[src/rtl/lores_pkg.sv]
package lores_pkg;

  // Strobes from the control pipeline to the datapath
  typedef struct packed {
    logic issue;     // coordinate accepted and layer on: load address
    logic advance;   // coordinate accepted: load per-pixel metadata
    logic emitPix;   // stage 2 holds an enabled pixel
    logic emitBlank; // stage 2 holds a disabled pixel
  } loresStrobe_t;

  typedef enum logic {
    DEPTH8 = 1'b0,
    DEPTH4 = 1'b1
  } loresDepth_e;

  // Per-pixel metadata that travels beside the read
  typedef struct packed {
    loresDepth_e depth;
    logic        lowNib;
    logic [3:0]  offset;
  } loresMeta_t;

endpackage

[src/rtl/lores_ctrl.sv]
module lores_ctrl
  import lores_pkg::*;
(
  input  logic         clk,
  input  logic         rstN,
  input  logic         pixValid,
  input  logic         layerEn,
  output loresStrobe_t strb,
  output logic         memRd,
  output logic         pixVldOut,
  output logic         pixTransparent
);

  logic rdQ;
  logic vldS2, enS2;
  logic vldOutQ, transpQ;

  always_ff @(posedge clk) begin
    if (!rstN) begin
      rdQ     <= 1'b0;
      vldS2   <= 1'b0;
      enS2    <= 1'b0;
      vldOutQ <= 1'b0;
      transpQ <= 1'b0;
    end else begin
      rdQ     <= pixValid & layerEn;
      vldS2   <= vldS1;
      enS2    <= enS1;
      vldOutQ <= vldS2;
      transpQ <= vldS2 & ~enS2;
    end
  end

  logic vldS1, enS1;
  always_ff @(posedge clk) begin
    if (!rstN) begin
      vldS1 <= 1'b0;
      enS1  <= 1'b0;
    end else begin
      vldS1 <= pixValid;
      enS1  <= layerEn;
    end
  end

  always_comb begin
    strb.issue     = pixValid & layerEn;
    strb.advance   = pixValid;
    strb.emitPix   = vldS2 & enS2;
    strb.emitBlank = vldS2 & ~enS2;
  end

  assign memRd          = rdQ;
  assign pixVldOut      = vldOutQ;
  assign pixTransparent = transpQ;

endmodule

[src/rtl/lores_dpath.sv]
module lores_dpath
  import lores_pkg::*;
#(
  parameter int DISP_XW   = 8,
  parameter int DISP_YW   = 8,
  parameter int ADDR_W    = 14,
  parameter int LAYER_H   = 96,
  parameter int HALF_BASE = 8192
) (
  input  logic              clk,
  input  logic              rstN,
  input  loresStrobe_t      strb,
  input  logic [DISP_XW-1:0] pixX,
  input  logic [DISP_YW-1:0] pixY,
  input  logic              depthSel,
  input  logic              bufSel,
  input  logic              modeBit0,
  input  logic [3:0]        palOffset,
  input  logic [7:0]        memData,
  output logic [ADDR_W-1:0] memAddr,
  output logic [7:0]        pixIdx
);

  localparam int LX_W      = DISP_XW - 1;
  localparam int LY_W      = DISP_YW - 1;
  localparam int SPLIT_ROW = LAYER_H / 2;

  logic [LX_W-1:0]   layX;
  logic [LY_W-1:0]   layY;
  logic              upperHalf;
  logic [LY_W-1:0]   row8;
  logic [ADDR_W-1:0] addr8, addr4, base4, nextAddr;

  always_comb begin
    layX      = pixX[DISP_XW-1:1];
    layY      = pixY[DISP_YW-1:1];
    upperHalf = (int'(layY) >= SPLIT_ROW);
    row8      = upperHalf ? LY_W'(int'(layY) - SPLIT_ROW) : layY;
    addr8     = (upperHalf ? ADDR_W'(HALF_BASE) : '0)
              + (ADDR_W'(row8) << LX_W)
              + ADDR_W'(layX);
    base4     = (bufSel ^ modeBit0) ? ADDR_W'(HALF_BASE) : '0;
    addr4     = base4
              + (ADDR_W'(layY) << (LX_W - 1))
              + ADDR_W'(layX[LX_W-1:1]);
    nextAddr  = (loresDepth_e'(depthSel) == DEPTH4) ? addr4 : addr8;
  end

  loresMeta_t metaS1, metaS2;

  always_ff @(posedge clk) begin
    if (!rstN) begin
      memAddr <= '0;
      metaS1  <= '0;
      metaS2  <= '0;
    end else begin
      if (strb.issue) memAddr <= nextAddr;
      if (strb.advance) begin
        metaS1.depth  <= loresDepth_e'(depthSel);
        metaS1.lowNib <= layX[0];
        metaS1.offset <= palOffset;
      end
      metaS2 <= metaS1;
    end
  end

  logic [3:0] nib;
  logic [7:0] idxNext;

  always_comb begin
    nib     = metaS2.lowNib ? memData[3:0] : memData[7:4];
    idxNext = (metaS2.depth == DEPTH4) ? {metaS2.offset, nib} : memData;
  end

  always_ff @(posedge clk) begin
    if (!rstN)             pixIdx <= '0;
    else if (strb.emitPix) pixIdx <= idxNext;
    else                   pixIdx <= '0;
  end

endmodule

[src/rtl/lores_fetch.sv]
module lores_fetch
  import lores_pkg::*;
#(
  parameter int DISP_XW   = 8,
  parameter int DISP_YW   = 8,
  parameter int ADDR_W    = 14,
  parameter int LAYER_H   = 96,
  parameter int HALF_BASE = 8192
) (
  input  logic               clk,
  input  logic               rstN,
  input  logic               pixValid,
  input  logic [DISP_XW-1:0] pixX,
  input  logic [DISP_YW-1:0] pixY,
  input  logic               layerEn,
  input  logic               depthSel,
  input  logic               bufSel,
  input  logic               modeBit0,
  input  logic [3:0]         palOffset,
  output logic               memRd,
  output logic [ADDR_W-1:0]  memAddr,
  input  logic [7:0]         memData,
  output logic               pixVldOut,
  output logic               pixTransparent,
  output logic [7:0]         pixIdx
);

  loresStrobe_t strb;

  lores_ctrl u_ctrl (
    .clk(clk), .rstN(rstN), .pixValid(pixValid), .layerEn(layerEn),
    .strb(strb), .memRd(memRd), .pixVldOut(pixVldOut),
    .pixTransparent(pixTransparent)
  );

  lores_dpath #(
    .DISP_XW(DISP_XW), .DISP_YW(DISP_YW), .ADDR_W(ADDR_W),
    .LAYER_H(LAYER_H), .HALF_BASE(HALF_BASE)
  ) u_dpath (
    .clk(clk), .rstN(rstN), .strb(strb), .pixX(pixX), .pixY(pixY),
    .depthSel(depthSel), .bufSel(bufSel), .modeBit0(modeBit0),
    .palOffset(palOffset), .memData(memData), .memAddr(memAddr),
    .pixIdx(pixIdx)
  );

endmodule

[config.mk]
export PLATFORM = sky130hd
export DESIGN_NAME = lores_fetch
export DESIGN_NICKNAME = d
export VERILOG_FILES = /design/src/rtl/lores_pkg.sv /design/src/rtl/lores_ctrl.sv /design/src/rtl/lores_dpath.sv /design/src/rtl/lores_fetch.sv
export SDC_FILE = /design/constraint.sdc
export NUM_CORES = 1
export LEC_CHECK = 0
export ABC_AREA = 1
export BUFFER_PORTS_ARGS = -buffer_cell sky130_fd_sc_hd__buf_2
export CAP_MARGIN = 20
export CORE_AREA = 2 2 64 66
export CTS_CLUSTER_SIZE = 12
export DETAILED_ROUTE_END_ITERATION = 7
export DIE_AREA = 0 0 66 68
export PLACE_DENSITY = 0.77
export SLEW_MARGIN = 10
export SYNTH_ARGS = -nofsm -noshare
export SYNTH_HDL_FRONTEND = slang
export SYNTH_HIERARCHICAL = 1
export SYNTH_SLANG_ARGS = --single-unit
[constraint.sdc]
create_clock -name clk -period 3.05 [get_ports clk]
set_input_delay 0.7625 -clock clk [delete_from_list [all_inputs] [get_ports clk]]
set_output_delay 0.7625 -clock clk [all_outputs]
set_load 0.02 [all_outputs]
# Yosys cells after proc, flatten, opt, wreduce, memory -nomap -nowiden
# Index checks and enable logic that the tools add are counted.
# Widths: inputs -> output; s select.
[op_classes]
addsub = 5
n_lt_le_gt_ge = 1
n_mux = 6
bitwise = 5
reduce_logical = 1
[ops]
columns = ["cell", "n"]
rows = [
  ["$mux 14", 3],
  ["$add 14x13->14", 1],
  ["$add 14x14->14", 1],
  ["$add 14x6->14", 1],
  ["$add 14x7->14", 1],
  ["$mux 8", 1],
  ["$ge 7x6->1 const B", 1],
  ["$mux 7", 1],
  ["$sub 7x6->7 const B", 1],
  ["$mux 4", 1],
  ["$and 1x1->1", 3],
  ["$reduce_and 2->1", 1],
  ["$not 1->1", 1],
  ["$xor 1x1->1", 1],
]
[word_totals]
regBits = 41
inputBits = 35
out_inout_bits = 25
elab_cells = 33

# Depth between registers and ports, before layout
[logic_depth]
ltp_word = 5
ltp_mapped = 8
ltp_nobuf = 7

# By module
# Netlist, hierarchy kept.
[modules_own_cells]
columns = ["module", "n_inst", "cells_per_inst", "area_each_um2", "seq_area_each_um2"]
rows = [
  ["lores_dpath", 1, 186, 1436.4, 680.7],
  ["lores_ctrl", 1, 27, 224.0, 140.1],
]

# Worst setup path after synthesis
# OpenSTA, ideal clock, no wires.
[synth_timing]
path_kind = "in2reg"
from = "input pixY[5]"
to = "register u_dpath.memAddr[12]"
setup_ns = 0.070
t_arrival_ns = 1.498
required_ns = 2.980
setup_slack_ns = 1.483
cell_stages = 7
path_buffers = 0
cell_sequence = "ha_1 ha_1 nand3_1 nand2_1 nand2_1 nand3_1 a21oi_1"
[synth_between]
elab_chain_len = 5
elab_cells_between_ends = 8
cone_classes = "5 x add/sub; 1 x order compare; 2 x mux"
[synth_rtl]
columns = ["item", "line", "rtl"]
rows = [
  ["start, declared", "lores_fetch.sv:14", "input logic [DISP_YW-1:0] pixY,"],
  ["$sub 7x6->7 / $ge 7x6->1 (equally long branches)", "lores_dpath.sv:38, lores_dpath.sv:37", ""],
  ["$mux 7", "lores_dpath.sv:38", "row8 = upperHalf ? LY_W'(int'(layY) - SPLIT_ROW) : layY;"],
  ["$add 14x14->14", "lores_dpath.sv:40", "+ (ADDR_W'(row8) << LX_W)"],
  ["$add 14x7->14", "lores_dpath.sv:41", "+ ADDR_W'(layX);"],
  ["$mux 14 *", "lores_dpath.sv:46", "nextAddr = (loresDepth_e'(depthSel) == DEPTH4) ? addr4 : addr8;"],
  ["end signal, assigned", "lores_dpath.sv:57", "if (strb.issue) memAddr <= nextAddr;"],
  ["end, declared", "lores_dpath.sv:20", "output logic [ADDR_W-1:0] memAddr,"],
]
# Mark *: on every way between the ends. The rest lies on a longest branch, timed or not.
# A chain may end at the register's enable or synchronous reset.

==> results.yml <==
route:
  totalWireLength_um: 3170
  drt_iter0_markers: 67
  dr.pass1.iters: 4
  vias: 1490
  viasPerCell: 4.69
  drc: 0
  wl_per_cell_um: 9.96
  final_antenna_net_count: 0
pwr:
  clkPwrFrac_pct: 38.5
  total_leakage_power_nw: 1.13
  power_frac_seq_pct: 49.6
  p_switching_mw: 0.274
  power.internal_mw: 0.880
  combPwrFrac_pct: 11.9
  peakVddDrop_mv: 0.227
  p_per_area_mw_per_mm2: 559
  p_sw_share_pct: 23.7
die:
  die_y_um: 68
  start_util_pct: 42.9
  die_area_mm2: 0.00449
  top_level_ports: 60
  core_area_mm2: 0.00386
  die_w_um: 66
  std_cell_rows: 23
cells_and_area:
  area_delta_synth_final_pct: 24.8
  nFillCells: 395
  antennaDiodeCount: 0
  layout-drive-gt1-share_pct: 32.1
  final_common_cell: "buf_2"
  layout_common_cells: "57 x buf_2, 47 x nand2_1, 41 x dfxtp_1"
  nets: 304
clock_tree:
  hold_buffers: 0
  post-cts-setup-buffers: 0
  htreeDepth: 2
  cts_root_buffer: "clkbuf_8"
  cts_tree: "yes"
  clockBufferDepth: 2
  clkTransAtPathRegs_ps: 80
  cts.repair.resized: 0
  cts_buffers: 5
  clock-sinks: 41
  clkLatencyLatePin_ps: 290
global_route:
  grt_pass1_wl_um: 5090
  grt_pass1_vias: 1285
  grt_overflow: 0
  antenna_found_initial: 0
  grt_use_total_pct: 15.0
  grt_max_degree: 33
place:
  portBuffers: 57
  gp_congestion: 0.709
  pre_cts_slack_ps: 1030
  hpwl_um: 2350
setup_path:
  critPathArrivalTime_ps: 1880
  reg2reg_slack_ps: 2060
  crit_path_start_kind: "primary input"
  critPathCaptureType: "register"
  critPathRequiredTime_ps: 3240
  path_max_fanout: 16
  crit_type: "in -> reg"
timing:
  fmax_mhz: 593
  fin_setup_tns_ps: 0
  setup_viol: 0
  slew-limit-headroom_pct: 62.6
  drv_slew: 0
  final.period_utilization_pct: 55.3
  layout_setup_ws_ps: 1360
  rsz0062_at_grt: "false"
  fin_crit_ps: 1690
  fin_skew_ps: 2.55
  tightest_slew_ps: 561
  hold_violations: 0
synthesis:
  syn_avg_cell_area_um2: 7.83
  ys_warn_count: 6
  syn_nets: 248
  synthCells: 211
  syn_area_mm2: 0.00165
outcome:
  status: "completed"
min_path:
  hp-class: "reg -> reg"
flow_run:
  maxCapViolCount: 0
==> worst max-delay path: stages <==
cell and delay (ps):
buf_2 180, nand2_1 70, inv_1 350, buf_4 280, nand3_1 110, o211ai_2 80
inv_2 40
==> power by group through the flow <==
stage	Sequential, mW	Clock, mW	Combinational [mW]
after CTS	0.573	0.457	0.138
after detailed placement	0.585	0	0.138
after floorplan	0.602	0	0.0729
after global placement	0.585	0	0.135
final	0.573	0.444	0.137
after global routing	0.575	0.480	0.154
==> routing by layer <==
metal | up-vias | track usage, % | routed length (um)
met4 | 0 | 8.42 | 62
met5 | - | 0 | 0
li1 | 772 | - | -
met2 | 48 | 26.6 | 1470
met3 | 5 | 4.93 | 269
met1 | 665 | 15.7 | 1370
==> flip-flops by register name, summed over array words and instances, names as in the netlist, 6 cells and up <==
register and cells:
u_dpath/metaS1 6, u_dpath/metaS2 6, u_dpath/pixIdx 8, u_dpath/memAddr 14
==> per-stage QoR <==
stage | area (um2) | util [%] | power, mW | cells | hold WS, ps
after floorplan | 1650 | - | 0.675 | 211 | 390
after global placement | 1950 | 50.5 | 0.720 | 310 | 392
after detailed placement | 1950 | 50.5 | 0.723 | 310 | 404
after CTS | 2060 | 53.5 | 1.17 | 318 | 422
after global routing | 2060 | 53.5 | 1.21 | 318 | 427
final | 2060 | 53.5 | 1.15 | 318 | 417
==> final cells by class <==
class	instances	area, um2	area share [%]
Clock buffer	7	86.3	4.18
Clock inverter	1	30.0	1.46
Inverter	34	128	6.19
Multi-Input combinational cell	127	643	31.2
Sequential cell	41	821	39.8
Tap cell	50	62.6	3.03
Timing Repair Buffer	58	293	14.2
==> worst paths after layout <==
path / start / to / depth (start not counted)
worst max-delay path: pixValid / u_dpath/memAddr[7]$_SDFFE_PN0P_ / 7
worst min-delay path: u_ctrl/vldS1$_SDFF_PN0_ / u_ctrl/vldS2$_SDFF_PN0_ / 2
worst max register to register: u_dpath/metaS2[5]$_SDFF_PN0_ / u_dpath/pixIdx[2]$_SDFF_PN0_ / 5
worst min register to register: u_ctrl/vldS1$_SDFF_PN0_ / u_ctrl/vldS2$_SDFF_PN0_ / 2
Note: power is estimated with default switching activity, not from simulation.
